`config.mk`:
```
export PLATFORM = sky130hd
export DESIGN_NAME = xonxoff_regfile
export DESIGN_NICKNAME = d
export VERILOG_FILES = /design/src/rtl/xonxoff_regfile.sv
export SDC_FILE = /design/constraint.sdc
export NUM_CORES = 1
export LEC_CHECK = 0
export BUFFER_PORTS_ARGS = -buffer_cell sky130_fd_sc_hd__buf_4
export CORE_ASPECT_RATIO = 1.25
export CORE_MARGIN = 4
export CORE_UTILIZATION = 25
export CTS_CLUSTER_SIZE = 10
export DETAILED_ROUTE_END_ITERATION = 8
export GPL_TIMING_DRIVEN = 0
export PLACE_DENSITY = 0.43
export SETUP_SLACK_MARGIN = 0.1
export SYNTH_ARGS = -nofsm -noshare
export SYNTH_HDL_FRONTEND = slang
export SYNTH_SLANG_ARGS = --single-unit
```
`constraint.sdc`:
```
create_clock -name clk -period 2.6 [get_ports clk]
set_clock_uncertainty 0.15 [all_clocks]
set_input_delay 0.39 -clock clk [delete_from_list [all_inputs] [get_ports clk]]
set_output_delay 0.39 -clock clk [all_outputs]
set_load 0.005 [all_outputs]
```
`src/rtl/xonxoff_regfile.sv`:
```
module xonxoff_regfile #(
  parameter int NCH = 4,
  parameter int DW = 8,
  parameter logic [DW-1:0] XON_DEF = 8'h11,
  parameter logic [DW-1:0] XOFF_DEF = 8'h13,
  localparam int CW = $clog2(NCH),
  localparam int AW = CW + 1
) (
  input  logic              clk,
  input  logic              rst_n,
  input  logic              host_wr,
  input  logic [AW-1:0]     host_addr,
  input  logic [DW-1:0]     host_wdata,
  output logic [DW-1:0]     host_rdata,
  input  logic              cmd_valid,
  input  logic [CW-1:0]     cmd_chan,
  input  logic [1:0]        cmd_op,
  output logic [NCH*DW-1:0] xon_chars,
  output logic [NCH*DW-1:0] xoff_chars
);
  localparam logic [1:0] OP_ARM_ON = 2'd0, OP_ARM_OFF = 2'd1, OP_LD_ON = 2'd2, OP_LD_OFF = 2'd3;

  logic [DW-1:0] on_q [NCH];
  logic [DW-1:0] off_q [NCH];
  logic armed_on, armed_off;

  wire          sel_off  = host_addr[0];
  wire [CW-1:0] wr_chan  = host_addr[AW-1:1];
  wire          cmd_a    = cmd_valid && (cmd_chan == '0);
  wire          arm_on   = cmd_a && (cmd_op == OP_ARM_ON);
  wire          arm_off  = cmd_a && (cmd_op == OP_ARM_OFF);
  wire          ld_on    = cmd_a && (cmd_op == OP_LD_ON);
  wire          ld_off   = cmd_a && (cmd_op == OP_LD_OFF);
  wire          a_write  = host_wr && (wr_chan == '0);
  wire          bcast_on  = armed_on && a_write && !sel_off;
  wire          bcast_off = armed_off && a_write && sel_off;

  always_ff @(posedge clk) begin
    if (!rst_n) begin
      armed_on  <= 1'b0;
      armed_off <= 1'b0;
    end else begin
      if (arm_on) armed_on <= 1'b1;
      else if (bcast_on) armed_on <= 1'b0;
      if (arm_off) armed_off <= 1'b1;
      else if (bcast_off) armed_off <= 1'b0;
    end
  end

  for (genvar c = 0; c < NCH; c++) begin : g_ch
    wire hit = host_wr && (wr_chan == CW'(c));
    wire wr_on  = (hit && !sel_off) || bcast_on;
    wire wr_off = (hit && sel_off) || bcast_off;

    always_ff @(posedge clk) begin
      if (!rst_n) begin
        on_q[c]  <= '0;
        off_q[c] <= '0;
      end else begin
        if (ld_on) on_q[c] <= XON_DEF;
        else if (wr_on) on_q[c] <= host_wdata;
        if (ld_off) off_q[c] <= XOFF_DEF;
        else if (wr_off) off_q[c] <= host_wdata;
      end
    end

    assign xon_chars[c*DW +: DW]  = on_q[c];
    assign xoff_chars[c*DW +: DW] = off_q[c];
  end

  assign host_rdata = sel_off ? off_q[wr_chan] : on_q[wr_chan];
endmodule


```
== Word-level counts from Yosys, hierarchy flattened ==
Memory sizes are Yosys's and may differ from the RTL's.
Index checks and enable logic that the tools add are counted.
Cells by class
  eq/ne operators: 6
  mux-type cells: 60
  bitwise logic cells: 16
  reductions and logical operators: 35
Operator list (number)
  two-way mux 8 bit: 17
  two-way mux 1 bit: 43
  logical AND 1 bit: 21
  OR 1 bit: 16
  equality test 2 bit (second input constant): 4
  logical OR 1 bit: 8
  logical NOT 2 bit: 3
  equality test 2 x 1 -> 1 bit (second input constant): 2
  nonzero test 2 bit: 2
  logical NOT 1 bit: 1
Word-level totals
  bits in registers: 2
  memory bits (writable): 64
  bits of input ports: 19
  output and inout bits: 72
  word-level logic and storage cells: 121
  memories: 2
Memory list
  off_q: depth 4, width 8, rd ports 5, clocked after Yosys merged registers in 0, write ports 4, line 24  | logic [DW-1:0] off_q [NCH];
  on_q: depth 4, width 8, rd ports 5, clocked after Yosys merged registers in 0, write ports 4, line 23  | logic [DW-1:0] on_q [NCH];

== Logic depth before layout (Yosys ltp) ==
Gate-level depths: netlist of the first run.
  depth after elaboration: 10
  gate-level depth with buffers: 5
  depth with buffers taken out: 3

== Least setup slack after synthesis of the first run ==
No wires, ideal clock.
  path type: input to output
  start point: in host_addr[1]
  end point: out host_rdata[1]
  data arrival time: 1.549 ns
  required time: 2.060 ns
  path slack: 0.511 ns
  stages: 4
  path through: buf_2 -> buf_4 -> mux4_2 -> mux2_2
Between the ends
  cells in the longest elaborated chain, start to end: 2
  elaborated cells on any way between the ends: 3
  classes of those cells: 1 x mux; 2 x memory
Ends and longest elaborated chain
  start: declaration: line 12  | input logic [AW-1:0] host_addr,
  memory read (4 x 8 bit) (on tied branches)
  two-way mux 8 bit *: line 71  | assign host_rdata = sel_off ? off_q[wr_chan] : on_q[wr_chan];
  end: declaration: line 14  | output logic [DW-1:0] host_rdata,
Every way passes the cells marked *; elsewhere a longest branch is shown, timed or not.

== Worst setup path after layout of the first run ==
  start point: in host_addr[1]
  end point: out host_rdata[4]
Same word-level chain as after synthesis.

==> results, run 1 <==
- The flow ran to the end, and the final reports show no timing, DRC or antenna violations.
- The global-route met2 utilization is approximately 25%.
- The first routing iteration left 163 violations.
- The remaining antenna violation count after routing is 0.
- The number of hold buffers added after CTS was 0.
- The worst path needs approximately 2400 ps of the cycle, external delays included.
- The routing usage on met3 is ~3.5%.
- The net count of the finished layout is around 340.
- Counting instances, the worst hold path has a depth of 2.
- Setup repair after global routing left no endpoint under its margin.
- Relative to the synthesized area, the layout overhead comes to 35.7%.
- Per report_power, the clock group accounts for between 30% and 40% of the total.
- The core outline area is 12200 µm².
- The fraction of power consumed by combinational cells is around an eighth.
- The number of endpoints failing setup at the final stage is 0.
- For this run the aggregate overflow at the end of global routing stands at 0.
- The total buffers and inverters traversed by the critical path is 3.
- Including well taps, the total number of placed cells is approximately 470.
- For this run, the total global-route usage over all layers was measured as 14.4%.
- The timing-limited maximum frequency is 417 MHz.
- The required time of the critical path is ~2100 ps.
- The internal power is a little over 2 mW.
- On the worst path, the slowest cell contributes a delay of roughly 540 ps.
- The clock tree synthesis step divided the H-tree into 3 levels.
- The total CTS buffers is 9.
- For this run, design rule violations remaining after detail routing come to 0.
- The final count of pins violating max slew was 0.
- The number of nets handed over by synthesis was between 200 and 250.
- The mapped cell area is ~3100 µm².
- The TritonCTS clock tree is done.
- The first-pass iteration count of the detailed router is 4.
- Measured against its own limit, the worst slew margin works out to a little over a third.
- The initial antenna violation count came to 0.
- By instance count, the cell type seen most on the critical path is sky130_fd_sc_hd__buf_4.
- The library cell used most frequently in the layout, excluding fill and tap cells, is sky130_fd_sc_hd__buf_4.
- The number of cells on the worst reg-to-reg path is 3.
- By area the synthesized netlist is led by sky130_fd_sc_hd__edfxtp_1 61%, sky130_fd_sc_hd__mux4_2 11%, sky130_fd_sc_hd__nor3_1 3.7%.
- The congestion estimate from routability-driven global placement came to about 0.8.
- The routing usage on met1 is between 15 and 20%.
- Setup slack on the critical path of the routed design comes to roughly 200 ps.
- The library cell with the largest summed area after synthesis is sky130_fd_sc_hd__edfxtp_1.
- The number of diodes is 0.
- Among cell families on the critical path, the largest total delay comes from multiplexers.
- The initial utilization of the core area, before any placement, comes to between 20% and 30%.
- The routing layer with the top usage in global route is met2.
- The area of the die is 14400 µm².
- The routed via count divided by cell count is approximately 4.7.
- STA classifies the critical path startpoint as a primary input.
- Power comes to approximately 2.7 mW.
- The clock transition at the registers of the reported paths is approximately 50 ps.
- The count of endpoints failing hold in the final timing report was 0.
- The top cell types in the final layout, fill and taps aside, are 89 x sky130_fd_sc_hd__buf_4, 64 x sky130_fd_sc_hd__edfxtp_1, 26 x sky130_fd_sc_hd__nor2_1, 23 x sky130_fd_sc_hd__nor3_1, 16 x sky130_fd_sc_hd__mux4_2.
- The number of placement rows is 45.
- The pin count of the biggest net entering global routing is 11.
- The floorplan step set the die width to about 110 µm.
- Synthesis inferred 66 register bits.
- The sort of element at the end of the critical path is a primary output.
- The switching power summed over all nets is about 0.62 mW.
- Sequential cells account for between 40% and 50% of the total power.
- The critical path is of the primary input to primary output type.
- The count of different cell masters after synthesis is 36.
- The average detailed-routed wire length per instance is approximately 21 µm.
- Pin placement for this block handled 91 I/O pins.
- The startpoint of the worst hold path is host_wdata[4].
- In the final layout, the share of cells above drive strength 1 is 42.5%.
- The cell count after synthesis is about 220.
- The total routed wirelength is just over 10000 µm.
- The wire-length estimate of the detail-placed layout is about 7400 µm.
- The maximum clock insertion buffer count is 2.
- The maximum fanout encountered on the critical timing path is 10.
- The slowest stage of the critical path belongs to the cell sky130_fd_sc_hd__mux4_2.
- In this run the register-to-register setup slack is between 400 and 500 ps.
- The synthesized design devotes to its leading area cell type 61.3% of total area.
- Summed over all cells, the static leakage comes to 1.70 nW.
- The startpoint identified for the worst register-to-register timing path is armed_on$_SDFFE_PN0P_.
- The final standard cell utilization of the core is 34.8%.
- In the finished design, the share of the clock period the worst path needs comes to 92.3%.
- The total of buffers placed on input and output ports is 88.
- The worst-case vdd ir drop is 294 µV.
- The worst hold path endpoint is off_q[0][4]$_DFFE_PP_.
- The cell sitting at the root of the clock tree is a sky130_fd_sc_hd__clkbuf_16.
- At the placement stage, the worst setup path has a slack of -30.6 ps.
- For the pin with the worst max-slew slack, the measured transition is 966 ps.
- The count of vias placed by the detailed router is 2305.
- The signal arrival time at the worst endpoint is 1860 ps.
- The first global-routing pass estimated about 15000 µm of wire.
- Power spread over the standard cell area amounts to 627 nW/µm².
- The min-delay analysis places its worst path in the category primary input to flop.
- The max capacitance violation total is 0.
- The endpoint of the lowest-slack register-to-register path is on_q[3][2]$_SDFFCE_PN0P_.
- Dividing the synthesized area by the synthesized cell count gives around 14 µm².
- The via count of the first global-routing pass is roughly 2400.
- For this run, the number of Yosys warnings is 0.
- The clock net sink count is 66.
- From bottom edge to top edge, the die measures roughly 130 µm.
- After the flow finishes, the layout carries non-filler instances totaling just under 500.
- The switching power share of the total is around a quarter.
- Walking the worst path, the cells encountered are buf_2 -> buf_4 -> mux4_2 -> mux2_2 -> buf_4.
- The source-to-sink clock delay at the later pin of the worst-skew pair is 320 ps.
- The share of the yosys chip area belonging to registers is between 60% and 70%.
[per-stage QoR]
step,setup TNS (ps),hold WS (ps),instance area [µm²]
2_1_floorplan,0,335,3140
3_3_place_gp,-1170,378,4000
3_5_place_dp,-243,379,4000
4_1_cts,0,181,4260
5_1_grt,0,190,4260
6_report,0,191,4260
[state kept, by name, indices dropped and copies added, names as in the netlist]
name	count
armed_off	1
armed_on	1
on_q	32
off_q	32
[worst max path at each step]
stage	depth (start not counted)	end	slack (ps)	from
after CTS	5	host_rdata[7]	140	host_addr[1]
after global routing	5	host_rdata[4]	100	host_addr[1]
final	5	host_rdata[4]	200	host_addr[1]
after global placement	3	on_q[2][2]$_SDFFCE_PN0P_	-80	host_addr[1]
after floorplan	4	host_rdata[1]	510	host_addr[1]
after detailed placement	4	off_q[2][6]$_SDFFCE_PN0P_	-30	host_addr[1]
[power groups by stage]
stage | Clock, mW | Combinational, mW | Sequential (mW)
after floorplan | 0 | 0.150 | 1.29
final | 1.04 | 0.353 | 1.27
after detailed placement | 0 | 0.361 | 1.29
after global placement | 0 | 0.362 | 1.29
after CTS | 1.07 | 0.362 | 1.27
after global routing | 1.12 | 0.383 | 1.28
[synthesized netlist by cell type]
cell type / n
sky130_fd_sc_hd__or4b_2: 1
sky130_fd_sc_hd__or4b_1: 1
sky130_fd_sc_hd__a2bb2oi_1: 2
sky130_fd_sc_hd__o21ai_1: 2
sky130_fd_sc_hd__nor4bb_1: 1
sky130_fd_sc_hd__buf_1: 2
sky130_fd_sc_hd__edfxtp_1: 64
sky130_fd_sc_hd__o211ai_2: 1
sky130_fd_sc_hd__nand2_1: 8
sky130_fd_sc_hd__o31ai_1: 7
sky130_fd_sc_hd__buf_2: 6
sky130_fd_sc_hd__nor3b_1: 3
sky130_fd_sc_hd__nor2b_1: 1
sky130_fd_sc_hd__nor2_1: 26
sky130_fd_sc_hd__buf_4: 1
sky130_fd_sc_hd__or3b_1: 1
sky130_fd_sc_hd__nand3b_1: 1
sky130_fd_sc_hd__o2111ai_1: 2
sky130_fd_sc_hd__nand3_1: 2
sky130_fd_sc_hd__mux2_2: 8
sky130_fd_sc_hd__a211oi_1: 1
sky130_fd_sc_hd__dfxtp_1: 2
sky130_fd_sc_hd__a21o_1: 3
sky130_fd_sc_hd__o21ai_0: 11
sky130_fd_sc_hd__and2_1: 1
sky130_fd_sc_hd__o21ai_2: 2
sky130_fd_sc_hd__inv_1: 10
sky130_fd_sc_hd__clkbuf_1: 2
sky130_fd_sc_hd__nor3_1: 23
sky130_fd_sc_hd__mux4_2: 16
sky130_fd_sc_hd__a2111o_1: 2
sky130_fd_sc_hd__nand4bb_1: 2
sky130_fd_sc_hd__buf_6: 1
sky130_fd_sc_hd__or2_2: 2
sky130_fd_sc_hd__and3b_1: 1
sky130_fd_sc_hd__a21oi_1: 2
[routing by layer]
layer  part of all wire, %  vias up  wire [µm]
met4                   2.1        0        208
met1                    40     1146       4090
met5                     0        -          0
met2                    52       83       5240
met3                   5.8       12        583
li1                      -     1064          -
[cells by family after synthesis]
logic type / synth area share (%)
AND/OR/NAND/NOR: 12.0
multiplexers: 14.4
AO/OA/AOI/OAI: 7.82
flip-flops: 62.5
buffers and inverters: 3.23
[cell type report]
class / count / area [µm²]
Sequential cell: 66 / 1960
Clock buffer: 11 / 233
Timing Repair Buffer: 88 / 661
Inverter: 10 / 37.5
Tap cell: 164 / 205
Clock inverter: 5 / 21.3
Fill cell: 1240 / 7960
Buffer: 12 / 65.1
Multi-Input combinational cell: 133 / 1070
[what timing repair did]
action | in CTS | in global routing
setup buffers | 0 | 0
gates resized for setup | 1 | 0
setup endpoints to repair | 5 | 0
(Power assumes the default switching activity.)
==> run 2, diff against run 1 <==
--- a/config.mk
+++ b/config.mk
@@ -11,8 +11,9 @@
 export CORE_UTILIZATION = 25
 export CTS_CLUSTER_SIZE = 10
 export DETAILED_ROUTE_END_ITERATION = 8
+export GPL_ROUTABILITY_DRIVEN = 0
 export GPL_TIMING_DRIVEN = 0
-export PLACE_DENSITY = 0.43
+export PLACE_DENSITY_LB_ADDON = 0.2
 export SETUP_SLACK_MARGIN = 0.1
 export SYNTH_ARGS = -nofsm -noshare
 export SYNTH_HDL_FRONTEND = slang
==> results, run 2 (synthesis gave the netlist of run 1 again) <==
- The flow ran to the end, and the final reports show no timing, DRC or antenna violations.
- The global-route usage over all layers was 14.1% (-0.31 points).
- The kind of start point of the critical path is a primary input.
- The number of hold buffers added after CTS was 0 (unchanged).
- The count of endpoints failing hold in the final timing report is 0 (unchanged).
- The maximum fanout encountered on the critical timing path is 10 (unchanged).
- The number of DRC markers in iteration 0 is 169 (+3.7%).
- The clock network power share is 39.2% (about the same).
- The count of H-tree levels built during CTS is 3 (unchanged).
- The worst hold path terminates at off_q[0][4]$_DFFE_PP_.
- The signal arrival time at the worst endpoint came to 1880 ps (+20 ps).
- The worst slack at placement is 9.76 ps (+40.4 ps).
- The clock period minus worst slack came to 2420 ps (+14.5 ps).
- The final count of pins violating max slew is 0 (unchanged).
- The layout cell share with drive strength beyond 1 was 42.7% (+0.26 points).
- The initial antenna violation count is 0 (unchanged).
- The area of the die is 14400 µm² (unchanged).
- The remaining antenna violation count after routing came to 0 (unchanged).
- The switching power share of the total is 23.4% (about the same).
- The relative contribution of sequential cells to total power is 47.6% (about the same).
- The total routed wirelength was 10100 µm (-0.27%).
- The number of cells on the worst reg-to-reg path was 3 (unchanged).
- The source-to-sink clock delay at the later pin of the worst-skew pair is 320 ps (about the same).
- The number of placement rows is 45 (unchanged).
- The number of standard cells in the final layout excluding fillers came to 487 (-0.41%).
- The count of vias placed by the detailed router is 2271 (-1.5%).
- The HPWL after detailed placement was 7420 µm (-0.13%).
- The routed via count divided by cell count is 4.66 (-1.1%).
- The core outline area was 12200 µm² (unchanged).
- The chip width was 108 µm (unchanged).
- The launch point of the worst reg-to-reg path is armed_on$_SDFFE_PN0P_.
- The kind of critical path is primary input to primary output.
- The required time of the critical path is 2060 ps (about the same).
- The total CTS buffers is 9 (unchanged).
- The total of fill cells in the finished design is 1222 (-1.5%).
- The post-CTS setup repair buffer count was 0 (unchanged).
- The cell area after layout is 4250 µm² (-0.12%).
- The via count of the first global-routing pass is 2469 (+2.5%).
- The total placed cells including tap cells was 473 (unchanged).
- The hold-critical path depth is 2 (unchanged).
- The first-pass iteration count of the detailed router is 4 (unchanged).
- The clock net sink count came to 66 (unchanged).
- The first-pass GRT wire length is 14800 µm (-1.2%).
- The largest registers in the layout are off_q: 32 flops, on_q: 32 flops.
- The number of endpoints failing setup at the final stage is 0 (unchanged).
- The internal power is 2.05 mW (+0.20%).
- The startpoint identified for the worst hold timing path is host_wdata[4].
- The final period utilization is 92.9% (+0.56 points).
- The leftover overflow at the end of global routing is 0 (unchanged).
- The clock transition at the registers of the reported paths is 50 ps (about the same).
- The setup total negative slack is 0 ps (unchanged).
- The setup slack after layout is 185 ps (-14.5 ps).
- The starting density of the core is 25.7% (unchanged).
- The switching power summed over all nets is 0.626 mW (+0.23%).
- The fraction of power consumed by combinational cells is 13.2% (about the same).
- Setup repair after global routing left no endpoint under its margin.
- The measured slew at the worst slew-check pin came to 962 ps (-4.12 ps).
- The timing-limited maximum frequency is 414 MHz (-0.60%).
- The most common cell after layout, fill and taps aside is sky130_fd_sc_hd__buf_4.
- In this run the clock root is driven by a sky130_fd_sc_hd__clkbuf_16.
- The setup slack of the worst register-to-register path is 510 ps (+30 ps).
- The number of diodes is 0 (unchanged).
- The total of buffers placed on input and output ports is 88 (unchanged).
- The average detailed-routed wire length per instance is 20.7 µm (+0.14%).
- The total of cells resized after clock tree synthesis is 0 (-1).
- The max capacitance violation total is 0 (unchanged).
- TritonCTS built the clock tree.
- In the layout the commonest cells are 89 x sky130_fd_sc_hd__buf_4, 64 x sky130_fd_sc_hd__edfxtp_1, 26 x sky130_fd_sc_hd__nor2_1, 23 x sky130_fd_sc_hd__nor3_1, 16 x sky130_fd_sc_hd__mux4_2.
- The worst setup path is captured at a primary output.
- The path category of the worst min-delay check is primary input to flop.
- The cell area after placement is 4000 µm² (unchanged).
- The area growth from synthesis to final layout is 35.6%.
- The worst-case vdd ir drop came to 226 µV (-23%).
- The final-stage net count came to 338 (-0.29%).
- The endpoint of the lowest-slack register-to-register path is on_q[3][2]$_SDFFCE_PN0P_.
- The height of the die is 133 µm (unchanged).
- The maximum clock insertion buffer count is 2 (unchanged).
- The power density over the cells came to 629 nW/µm² (+0.33%).
- The pin count of the biggest net entering global routing is 17 (+6).
- The headroom to the max-slew limit is 35.4% (+0.28 points).
- The number of design rule violations left after detail routing is 0 (unchanged).
- The leakage power figure is 1.69 nW (-0.43%).
- The count of boundary I/O pins was 91 (unchanged).
run 2: changes by cell type in the layout (fill, tap and decap cells not counted):
| cell | before | now |
|---|---|---|
| sky130_fd_sc_hd__buf_2 | 7 | 6 |
| sky130_fd_sc_hd__clkinvlp_4 | 0 | 1 |
| sky130_fd_sc_hd__clkbuf_1 | 4 | 5 |
| sky130_fd_sc_hd__clkinv_1 | 3 | 0 |
run 2: layer usage:
layer	GRT usage (%)	wire, µm
met1	16.6	4070
met2	24.5	5220
met3	3.05	577
met4	6.11	232
met5	0	0
run 2: layout make-up:
class	instances	area, µm²	share of cell area, %
timing repair buffer	88	661	15.5
clock inverter	3	17.5	0.412
sequential	66	1960	46.1
inverter	10	37.5	0.883
tap	164	205	4.82
clock buffer	12	236	5.56
buffer	11	60.1	1.41
multi-input combinational	133	1070	25.2
run 2: per-stage QoR:
stage	hold slack [ps]	utilization (%)	power (mW)
6_report	194	34.8	2.67
2_1_floorplan	335	-	1.44
5_1_grt	199	34.8	2.77
4_1_cts	187	34.8	2.71
3_3_place_gp	382	32.8	1.65
3_5_place_dp	387	32.8	1.65
run 2: how the worst max path moves through the flow:
| stage | startpoint | to | cells after the start |
|---|---|---|---|
| 2_1_floorplan | host_addr[1] | host_rdata[1] | 4 |
| 3_3_place_gp | host_addr[1] | on_q[2][2]$_SDFFCE_PN0P_ | 3 |
| 3_5_place_dp | host_addr[1] | off_q[2][6]$_SDFFCE_PN0P_ | 4 |
| 4_1_cts | host_addr[1] | host_rdata[4] | 5 |
| 5_1_grt | host_addr[2] | on_q[3][3]$_SDFFCE_PN0P_ | 5 |
| 6_report | host_addr[1] | host_rdata[1] | 5 |
run 2: critical path, cell delays in order:
cell and delay [ps]:
sky130_fd_sc_hd__buf_2 190, sky130_fd_sc_hd__buf_4 290, sky130_fd_sc_hd__mux4_2 540, sky130_fd_sc_hd__mux2_2 310, sky130_fd_sc_hd__buf_4 140
run 2: power by group through the flow:
stage	logic, mW	registers [mW]	clock network (mW)
2_1_floorplan	0.150	1.29	0
3_3_place_gp	0.358	1.29	0
3_5_place_dp	0.359	1.29	0
4_1_cts	0.359	1.27	1.07
5_1_grt	0.380	1.28	1.12
6_report	0.353	1.27	1.05
